===== src/rtl/hpe_pkg.sv =====
package hpe_pkg;
    localparam int BYTE_W     = 8;
    localparam int HALF_AW    = 8;
    localparam int NUM_HALVES = 2;
    localparam int LP_W       = 2 * HALF_AW;
    localparam int COL_AW     = $clog2(BYTE_W);
    localparam int CP_W       = 2 * COL_AW;
    localparam int PAGE_BYTES = NUM_HALVES * (1 << HALF_AW);
    localparam int CNT_W      = $clog2(PAGE_BYTES) + 1;
    localparam int HSEL_W     = (NUM_HALVES > 1) ? $clog2(NUM_HALVES) : 1;
    localparam int WORD_W     = 2 * BYTE_W;
    localparam int NUM_WORDS  = 3;
    localparam int PTR_W      = $clog2(NUM_WORDS + 1);

    localparam logic [7:0] CMD_DATA   = 8'h94;
    localparam logic [7:0] CMD_CLEAR  = 8'hF4;
    localparam logic [7:0] CMD_CALC   = 8'hB4;
    localparam logic [7:0] CMD_RESULT = 8'hD4;

    typedef enum logic [1:0] {
        ST_IDLE,
        ST_CLEAR,
        ST_CALC,
        ST_RESULT
    } eng_mode_e;

    typedef struct packed {
        logic [BYTE_W-1:0] col_b;
        logic [BYTE_W-1:0] lp_hi;
        logic [BYTE_W-1:0] lp_lo;
    } half_code_t;

    function automatic logic [CP_W-1:0] cp_from_col(input logic [BYTE_W-1:0] col);
        logic [CP_W-1:0] cp;
        cp = '0;
        for (int j = 0; j < COL_AW; j++) begin
            for (int i = 0; i < BYTE_W; i++) begin
                if (((i >> j) & 1) != 0) cp[2*j+1] = cp[2*j+1] ^ col[i];
                else                     cp[2*j]   = cp[2*j]   ^ col[i];
            end
        end
        return cp;
    endfunction

    function automatic half_code_t pack_code(input logic [LP_W-1:0] lp,
                                             input logic [BYTE_W-1:0] col);
        half_code_t hc;
        logic [LP_W-1:0] inv_lp;
        inv_lp   = ~lp;
        hc.lp_lo = inv_lp[BYTE_W-1:0];
        hc.lp_hi = inv_lp[LP_W-1:BYTE_W];
        hc.col_b = {~cp_from_col(col), {(BYTE_W-CP_W){1'b1}}};
        return hc;
    endfunction
endpackage


===== src/rtl/hpe_half_acc.sv =====
module hpe_half_acc
    import hpe_pkg::*;
(
    input  logic               clk,
    input  logic               rst,
    input  logic               clr,
    input  logic               en,
    input  logic [HALF_AW-1:0] addr,
    input  logic [BYTE_W-1:0]  din,
    output logic [LP_W-1:0]    lp_q,
    output logic [BYTE_W-1:0]  col_q
);
    logic            par;
    logic [LP_W-1:0] hit;

    assign par = ^din;

    for (genvar k = 0; k < HALF_AW; k++) begin : g_line
        assign hit[2*k+1] = par &  addr[k];
        assign hit[2*k]   = par & ~addr[k];
    end

    always_ff @(posedge clk) begin
        if (rst || clr) begin
            lp_q  <= '0;
            col_q <= '0;
        end else if (en) begin
            lp_q  <= lp_q ^ hit;
            col_q <= col_q ^ din;
        end
    end

    assert_clear_R2: assert property (@(posedge clk) disable iff (rst)
        clr |=> (lp_q == '0) && (col_q == '0));

    assert_hold_R10: assert property (@(posedge clk) disable iff (rst)
        (!en && !clr) |=> ($stable(lp_q) && $stable(col_q)));
endmodule


===== src/rtl/hpe_mode_ctrl.sv =====
module hpe_mode_ctrl
    import hpe_pkg::*;
(
    input  logic                  clk,
    input  logic                  rst,
    input  logic                  mode_wr,
    input  logic [7:0]            mode_cmd,
    input  logic                  byte_vld,
    input  logic                  rd_req,
    output logic                  clr,
    output logic                  ptr_clr,
    output logic                  result_mode,
    output logic [NUM_HALVES-1:0] half_en,
    output logic [HALF_AW-1:0]    half_addr
);
    eng_mode_e          mode_q;
    logic [CNT_W-1:0]   cnt_q;
    logic               dummy_q;
    logic               accept;
    logic [HSEL_W-1:0]  hsel;

    assign clr         = mode_wr && (mode_cmd == CMD_CLEAR);
    assign ptr_clr     = mode_wr && (mode_cmd == CMD_RESULT);
    assign result_mode = (mode_q == ST_RESULT);
    assign accept      = byte_vld && (mode_q == ST_CALC) && !dummy_q
                         && (cnt_q < CNT_W'(PAGE_BYTES));
    assign hsel        = cnt_q[HALF_AW +: HSEL_W];
    assign half_addr   = cnt_q[HALF_AW-1:0];

    for (genvar h = 0; h < NUM_HALVES; h++) begin : g_en
        assign half_en[h] = accept && (hsel == HSEL_W'(h));
    end

    always_ff @(posedge clk) begin
        if (rst) begin
            mode_q <= ST_IDLE;
        end else if (mode_wr) begin
            case (mode_cmd)
                CMD_CLEAR:  mode_q <= ST_CLEAR;
                CMD_CALC:   mode_q <= ST_CALC;
                CMD_RESULT: mode_q <= ST_RESULT;
                default:    mode_q <= ST_IDLE;
            endcase
        end
    end

    always_ff @(posedge clk) begin
        if (rst || clr)  cnt_q <= '0;
        else if (accept) cnt_q <= cnt_q + 1'b1;
    end

    always_ff @(posedge clk) begin
        if (rst)         dummy_q <= 1'b0;
        else if (clr)    dummy_q <= 1'b1;
        else if (rd_req) dummy_q <= 1'b0;
    end

    assert_cnt_bound_R7: assert property (@(posedge clk) disable iff (rst)
        cnt_q <= CNT_W'(PAGE_BYTES));

    assert_one_half_R7: assert property (@(posedge clk) disable iff (rst)
        $onehot0(half_en));

    assert_dummy_arm_R3: assert property (@(posedge clk) disable iff (rst)
        clr |=> dummy_q);

    assert_dummy_block_R3: assert property (@(posedge clk) disable iff (rst)
        (dummy_q && !clr && !rd_req) |=> $stable(cnt_q));
endmodule


===== src/rtl/hpe_readout.sv =====
module hpe_readout
    import hpe_pkg::*;
(
    input  logic              clk,
    input  logic              rst,
    input  logic              ptr_clr,
    input  logic              result_mode,
    input  logic              rd_req,
    input  half_code_t        code_a,
    input  half_code_t        code_b,
    output logic [WORD_W-1:0] rd_data
);
    logic [PTR_W-1:0]  ptr_q;
    logic [WORD_W-1:0] words [NUM_WORDS];

    always_comb begin
        words[0] = {code_a.lp_hi, code_a.lp_lo};
        words[1] = {code_b.lp_lo, code_a.col_b};
        words[2] = {code_b.col_b, code_b.lp_hi};
    end

    always_comb begin
        rd_data = '1;
        if (result_mode && (ptr_q < PTR_W'(NUM_WORDS))) rd_data = words[ptr_q];
    end

    always_ff @(posedge clk) begin
        if (rst || ptr_clr) ptr_q <= '0;
        else if (result_mode && rd_req && (ptr_q < PTR_W'(NUM_WORDS)))
            ptr_q <= ptr_q + 1'b1;
    end

    assert_ptr_restart_R9: assert property (@(posedge clk) disable iff (rst)
        ptr_clr |=> (ptr_q == '0));

    assert_ptr_sat_R9: assert property (@(posedge clk) disable iff (rst)
        ((ptr_q == PTR_W'(NUM_WORDS)) && !ptr_clr) |=> (ptr_q == PTR_W'(NUM_WORDS)));
endmodule


===== src/rtl/hpe_top.sv =====
module hpe_top
    import hpe_pkg::*;
(
    input  logic              clk,
    input  logic              rst,
    input  logic              mode_wr,
    input  logic [7:0]        mode_cmd,
    input  logic              byte_vld,
    input  logic [BYTE_W-1:0] byte_in,
    input  logic              rd_req,
    output logic [WORD_W-1:0] rd_data
);
    logic                  clr;
    logic                  ptr_clr;
    logic                  result_mode;
    logic [NUM_HALVES-1:0] half_en;
    logic [HALF_AW-1:0]    half_addr;
    logic [LP_W-1:0]       lp_arr  [NUM_HALVES];
    logic [BYTE_W-1:0]     col_arr [NUM_HALVES];
    half_code_t            codes   [NUM_HALVES];

    hpe_mode_ctrl u_ctrl (
        .clk         (clk),
        .rst         (rst),
        .mode_wr     (mode_wr),
        .mode_cmd    (mode_cmd),
        .byte_vld    (byte_vld),
        .rd_req      (rd_req),
        .clr         (clr),
        .ptr_clr     (ptr_clr),
        .result_mode (result_mode),
        .half_en     (half_en),
        .half_addr   (half_addr)
    );

    for (genvar h = 0; h < NUM_HALVES; h++) begin : g_half
        hpe_half_acc u_acc (
            .clk   (clk),
            .rst   (rst),
            .clr   (clr),
            .en    (half_en[h]),
            .addr  (half_addr),
            .din   (byte_in),
            .lp_q  (lp_arr[h]),
            .col_q (col_arr[h])
        );
        assign codes[h] = pack_code(lp_arr[h], col_arr[h]);
    end

    hpe_readout u_rd (
        .clk         (clk),
        .rst         (rst),
        .ptr_clr     (ptr_clr),
        .result_mode (result_mode),
        .rd_req      (rd_req),
        .code_a      (codes[0]),
        .code_b      (codes[1]),
        .rd_data     (rd_data)
    );
endmodule


===== config.mk =====
export PLATFORM = sky130hd
export DESIGN_NAME = hpe_top
export DESIGN_NICKNAME = d
export VERILOG_FILES = /design/src/rtl/hpe_pkg.sv /design/src/rtl/hpe_half_acc.sv /design/src/rtl/hpe_mode_ctrl.sv /design/src/rtl/hpe_readout.sv /design/src/rtl/hpe_top.sv
export SDC_FILE = /design/constraint.sdc
export NUM_CORES = 1
export LEC_CHECK = 0
export BUFFER_PORTS_ARGS = -buffer_cell sky130_fd_sc_hd__buf_2
export CAP_MARGIN = 20
export CORE_ASPECT_RATIO = 0.75
export CORE_MARGIN = 8
export CORE_UTILIZATION = 25
export CTS_CLUSTER_DIAMETER = 200
export DETAILED_ROUTE_END_ITERATION = 10
export HOLD_SLACK_MARGIN = 0.08
export PLACE_DENSITY = 0.42
export RECOVER_POWER = 25
export SYNTH_ARGS = -nofsm -noshare
export SYNTH_HDL_FRONTEND = slang
export SYNTH_SLANG_ARGS = --single-unit

===== constraint.sdc =====
create_clock -name clk -period 2.7 [get_ports clk]
set_input_delay 0 -clock clk [delete_from_list [all_inputs] [get_ports clk]]
set_output_delay 0 -clock clk [all_outputs]
set_load 0.005 [all_outputs]

==> Word-level counts from Yosys, hierarchy flattened <==
Cells that the tools add are included.
{ "totals": {"output_inout_bits": 16, "ff_bits": 63, "inputBits": 21} }
{ "op_classes": {"reduce_logical": 15, "bitwise": 68, "mux": 7, "addsub": 2, "order_cmp": 3, "n_eq_ne": 5} }
{ "op_table": {"columns": ["operator", "n"], "rows": [
  ["16-bit 2-to-1 mux", 3],
  ["1-bit bitwise XOR", 34],
  ["16-bit binary-select mux with 2-bit select", 1],
  ["16-bit NOT", 2],
  ["16-bit bitwise XOR", 2],
  ["8-bit == test (second input constant)", 3],
  ["1-bit bitwise AND", 16],
  ["8-bit bitwise XOR", 2],
  ["6-bit NOT", 2],
  ["10-bit by 1-bit adder with 10-bit output (second input constant)", 1],
  ["1-bit logical AND", 10],
  ["10-bit < comparator (second input constant)", 1],
  ["1-bit NOT", 9],
  ["8-bit XOR reduction", 1],
  ["2-bit one-hot mux with 3 select lines", 1],
  ["2-bit == test (second input constant)", 2],
  ["3-bit >= comparator (second input constant)", 1],
  ["2-bit NOT with 3-bit output", 1],
  ["2-bit by 1-bit adder with 2-bit output (second input constant)", 1],
  ["1-bit logical OR", 2],
  ["2-bit < comparator (second input constant)", 1],
  ["1-bit 2-to-1 mux", 2],
  ["2-bit nonzero test", 1],
  ["1-bit zero test", 1]
]} }

==> Longest topological paths before layout <==
{ "logic_depth": {"depth_word": 8, "mapped_depth": 7, "mapped_depth_nobuf": 6} }

==> By module <==
A second synthesis with hierarchy kept.
{ "unflattened": {"hier_cells": 459, "hier_area_um2": 3906.2} }
{ "modules_own_cells": {"columns": ["mod", "cells_per_inst", "seq_area_each_um2", "area_each_um2", "instances"], "rows": [
  ["hpe_half_acc", 123, 480.5, 1113.6, 2],
  ["hpe_mode_ctrl", 83, 260.2, 714.4, 1],
  ["hpe_readout", 69, 40.0, 595.6, 1],
  ["hpe_top", 61, 0.0, 369.1, 1]
]} }

==> Least setup slack after synthesis <==
OpenSTA, ideal clock, no wires.
{ "synth_timing": {"path_type": "register to register", "start": "register u_ctrl.dummy_q", "end": "register g_half[0].u_acc.lp_q[12]", "setup_slack_ns": 0.882, "arrival_time_ns": 1.747, "path_stages_with_launch": 8, "synth_period_minus_slack_ns": 1.818, "path_cell_list": "dfxtp_1 > nand4bb_1 > clkbuf_2 > or3_1 > buf_2 > buf_6 > or4_1 > a21oi_1"} }
{ "synth_via": {"elab_chain_len": 4} }
{ "synth_lines": {"columns": ["item", "line", "source"], "rows": [
  ["start, declared", "hpe_mode_ctrl.sv:18", "logic dummy_q;"],
  ["start signal, assigned", "hpe_mode_ctrl.sv:53", "if (rst) dummy_q <= 1'b0;"],
  ["start signal, assigned", "hpe_mode_ctrl.sv:54", "else if (clr) dummy_q <= 1'b1;"],
  ["start signal, assigned", "hpe_mode_ctrl.sv:55", "else if (rd_req) dummy_q <= 1'b0;"],
  ["1-bit zero test", "hpe_mode_ctrl.sv:25", "assign accept = byte_vld && (mode_q == ST_CALC) && !dummy_q"],
  ["1-bit logical AND", "hpe_mode_ctrl.sv:25", null],
  ["1-bit logical AND", "hpe_mode_ctrl.sv:26", "&& (cnt_q < CNT_W'(PAGE_BYTES));"],
  ["1-bit logical AND", "hpe_mode_ctrl.sv:31", "assign half_en[h] = accept && (hsel == HSEL_W'(h));"],
  ["end signal, assigned", "hpe_half_acc.sv:28", "lp_q <= lp_q ^ hit;"],
  ["end, declared", "hpe_half_acc.sv:10", "output logic [LP_W-1:0] lp_q,"]
]} }
Every way passes these cells.
A chain may end at the register's enable or synchronous reset.

==> Final worst setup path <==
{ "layout_timing": {"start": "input port byte_in[7]", "end": "register g_half[1].u_acc.lp_q[10]"} }
{ "layout_via": {"elab_chain_len": 3} }
{ "layout_lines": {"columns": ["item", "line", "source"], "rows": [
  ["start, declared", "hpe_top.sv:9", "input logic [BYTE_W-1:0] byte_in,"],
  ["8-bit XOR reduction", "hpe_half_acc.sv:16", "assign par = ^din;"],
  ["1-bit bitwise AND", "hpe_half_acc.sv:20", "assign hit[2*k] = par & ~addr[k];"],
  ["16-bit bitwise XOR", "hpe_half_acc.sv:28", null],
  ["end signal, assigned", "hpe_half_acc.sv:28", null],
  ["end, declared", "hpe_half_acc.sv:10", null]
]} }
Every way passes these cells.

==> flow_metrics.py <==
metrics = {
    "run_status": {
        "status": "completed",
    },
    "pwr": {
        "power_leakage_nw": 1.416,
        "powerDensity_nw_per_um2": 558.5,
        "power_mw": 2.348,
        "ir_drop_uv": 284.3,
    },
    "global_route": {
        "grt_pass1_vias": 3130,
        "grt_max_degree": 33,
        "grt_pass1_wl_mm": 16.24,
        "overflow": 0,
        "antenna_found_initial": 0,
        "track_usage": 0.1193,
    },
    "yosys": {
        "ys_seq_area_frac": 0.3722,
        "ys.flop_type": "dfxtp_1",
        "yosysTopAreaCellShare": 0.3722,
        "ys_types": 37,
        "synth_area_sq_um": 3388,
        "yosysWarnings": 0,
        "netlist_instances": 430,
        "synth_edf_count": 0,
        "synth_area_leaders": "dfxtp_1, xnor2_1, xor2_1",
        "ys_ff_latch": 63,
        "syn_nets": 453,
        "synth_top_cell_by_area": "dfxtp_1",
        "avgSynthCellArea_sq_um": 7.880,
        "synthArstFlopShare": 0,
    },
    "cells_and_area": {
        "final_area_sq_um": 4204,
        "final_nets": 494,
        "drive_gt1_frac": 0.1387,
        "layout_common_cells": "dfxtp_1, nand2_1, a21oi_1, nor2_1, o21ai_0",
        "layout_commonest_cell": "dfxtp_1",
        "fin_util": 0.3121,
        "insertedDiodeCount": 0,
        "synthToLayoutAreaGrowth_pct": 24.08,
        "fin_cells": 651,
    },
    "placement": {
        "detailed_place_hpwl_mm": 7.037,
        "io_buffer_count": 36,
        "placed_area_sq_um": 3772,
        "dp.cells": 620,
        "place_congestion": 0.7825,
    },
    "worst_setup_path": {
        "reg2reg_slack_ns": 0.49,
        "cp.arrival_ns": 2.54,
        "critPathMaxFanout": 20,
        "worstSetupEndpointType": "flip-flop",
        "start_kind": "primary input",
        "path_class": "in -> reg",
        "required_ns": 2.95,
    },
    "timing": {
        "tightestPinTransition_ns": 1.098,
        "slew_violations": 0,
        "setup_tns_ns": 0,
        "slew_headroom": 0.2683,
        "setup_viol": 0,
        "fmax_ghz": 0.4357,
        "hold_viol": 0,
        "period_needed_ns": 2.295,
        "fin_skew_ns": 0.005897,
        "post-route-period-util": 0.8501,
        "rsz0062_at_grt": "false",
    },
    "die": {
        "die_h_um": 116.8,
        "core_sq_um": 13470,
        "dieArea_sq_um": 17570,
        "start_util": 0.2515,
        "fp-row-count": 37,
        "dieWidth_um": 150.4,
        "io_pins": 37,
    },
    "cts": {
        "path_clk_slew_ns": 0.05,
        "cts.htree.levels": 3,
        "cts_tree": "yes",
        "cts_sinks": 63,
        "cts_buffer_depth": 2,
        "root_buffer": "clkbuf_16",
        "clk_latency_ns": 0.33,
        "cts.repair.resized": 0,
        "numCtsBuffers": 9,
        "cts_setup_buffers": 0,
    },
    "routing": {
        "final_antenna_net_count": 0,
        "drtPass1Iterations": 4,
        "drc": 0,
        "wl_per_cell_um": 15.36,
        "drt_iter0_markers": 255,
        "via_per_inst": 4.734,
        "via_count": 3082,
        "wl_mm": 9.997,
    },
    "flow_run": {
        "max_cap_viol_count": 0,
    },
    "hold_path": {
        "min_path_type": "in -> reg",
    },
}
==> kinds of logic (layout without fill, tap and decap cells) <==
| group | after synthesis | in the layout | share of synthesized area |
|---|---|---|---|
| and+or+nand+nor | 153 | 153 | 0.2256 |
| AOI/OAI and AO/OA | 109 | 109 | 0.1758 |
| DFF | 63 | 63 | 0.3722 |
| xor gates and xnor gates | 60 | 60 | 0.1551 |
| buffers and inverters | 37 | 83 | 0.04579 |
| muxes | 6 | 6 | 0.01809 |
| adders and majority gates | 2 | 2 | 0.007384 |
==> power by group <==
group,internal [mW],total (mW),switching (mW)
Sequential,0.931,0.931,0.000512
Clock,0.787,1.20,0.412
Combinational,0.0705,0.218,0.147
Total,1.79,2.35,0.560
==> critical path, cell delays in order <==
cell           delay (ns)
dlygate4sd3_1        0.54
buf_2                0.15
xnor2_1              0.13
xnor2_1              0.34
xnor2_2              0.31
buf_6                0.25
buf_4                0.18
or4_1                0.48
a21oi_1              0.15
==> synth_stat cells (2+ instances only) <==
cell type,count
nand2_1,56
o31ai_1,17
a21oi_1,48
or3_1,13
nand3_1,5
buf_1,2
inv_1,4
xnor2_1,31
and3_1,3
ha_1,2
o21ai_0,39
or4_1,18
clkbuf_2,2
nand4b_1,4
dfxtp_1,63
nand4bb_1,2
nand2b_1,4
mux2i_1,5
nor2_1,40
buf_2,5
xor2_1,29
clkbuf_1,23
==> layout make-up <==
| cell class | instances | area [sq um] |
|---|---|---|
| fillers | 1462 | 9268 |
| inverters | 4 | 15.01 |
| clock buffers | 13 | 270.3 |
| clock inverters | 3 | 40.04 |
| well taps | 175 | 219.0 |
| repair buffers | 63 | 415.4 |
| multi-input cells | 330 | 1983 |
| flip-flops and latches | 63 | 1261 |
==> state kept, by name, summed over array words and instances, names as in the netlist <==
| register | count |
|---|---|
| g_half.u_acc.col_q | 16 |
| u_ctrl.dummy_q | 1 |
| u_ctrl.mode_q | 2 |
| g_half.u_acc.lp_q | 32 |
| u_ctrl.cnt_q | 10 |
| u_rd.ptr_q | 2 |
==> path summary, 6_finish.rpt <==
check / start / cells after the start / end
worst min-delay path: mode_cmd[6] / 4 / u_rd.ptr_q[0]
worst max register to register: u_rd.ptr_q[1] / 6 / u_rd.ptr_q[1]
worst min register to register: u_ctrl.cnt_q[9] / 2 / u_ctrl.cnt_q[9]
worst max-delay path: byte_in[7] / 9 / g_half[1].u_acc.lp_q[10]
==> what timing repair did <==
| action | 4_1_cts | 5_1_grt |
|---|---|---|
| hold buffers | 15 | 0 |
| endpoints found under the hold margin | 15 | 0 |
| setup endpoints to repair | 0 | 0 |
==> per-stage QoR <==
step	setup slack [ns]	hold slack [ns]
6_report	0.4048	0.2052
4_1_cts	0.4518	0.2344
3_3_place_gp	0.6082	0.1963
5_1_grt	0.1770	0.2728
3_5_place_dp	0.5657	0.1925
2_1_floorplan	0.8821	0.06907
==> per-layer routing <==
metal  global-route usage  share of wire
met1               0.1687           0.53
met2               0.1741           0.41
met3              0.03227          0.052
met4              0.03187         0.0042
met5                    0              0
Note: power is estimated with default switching activity, not from simulation.
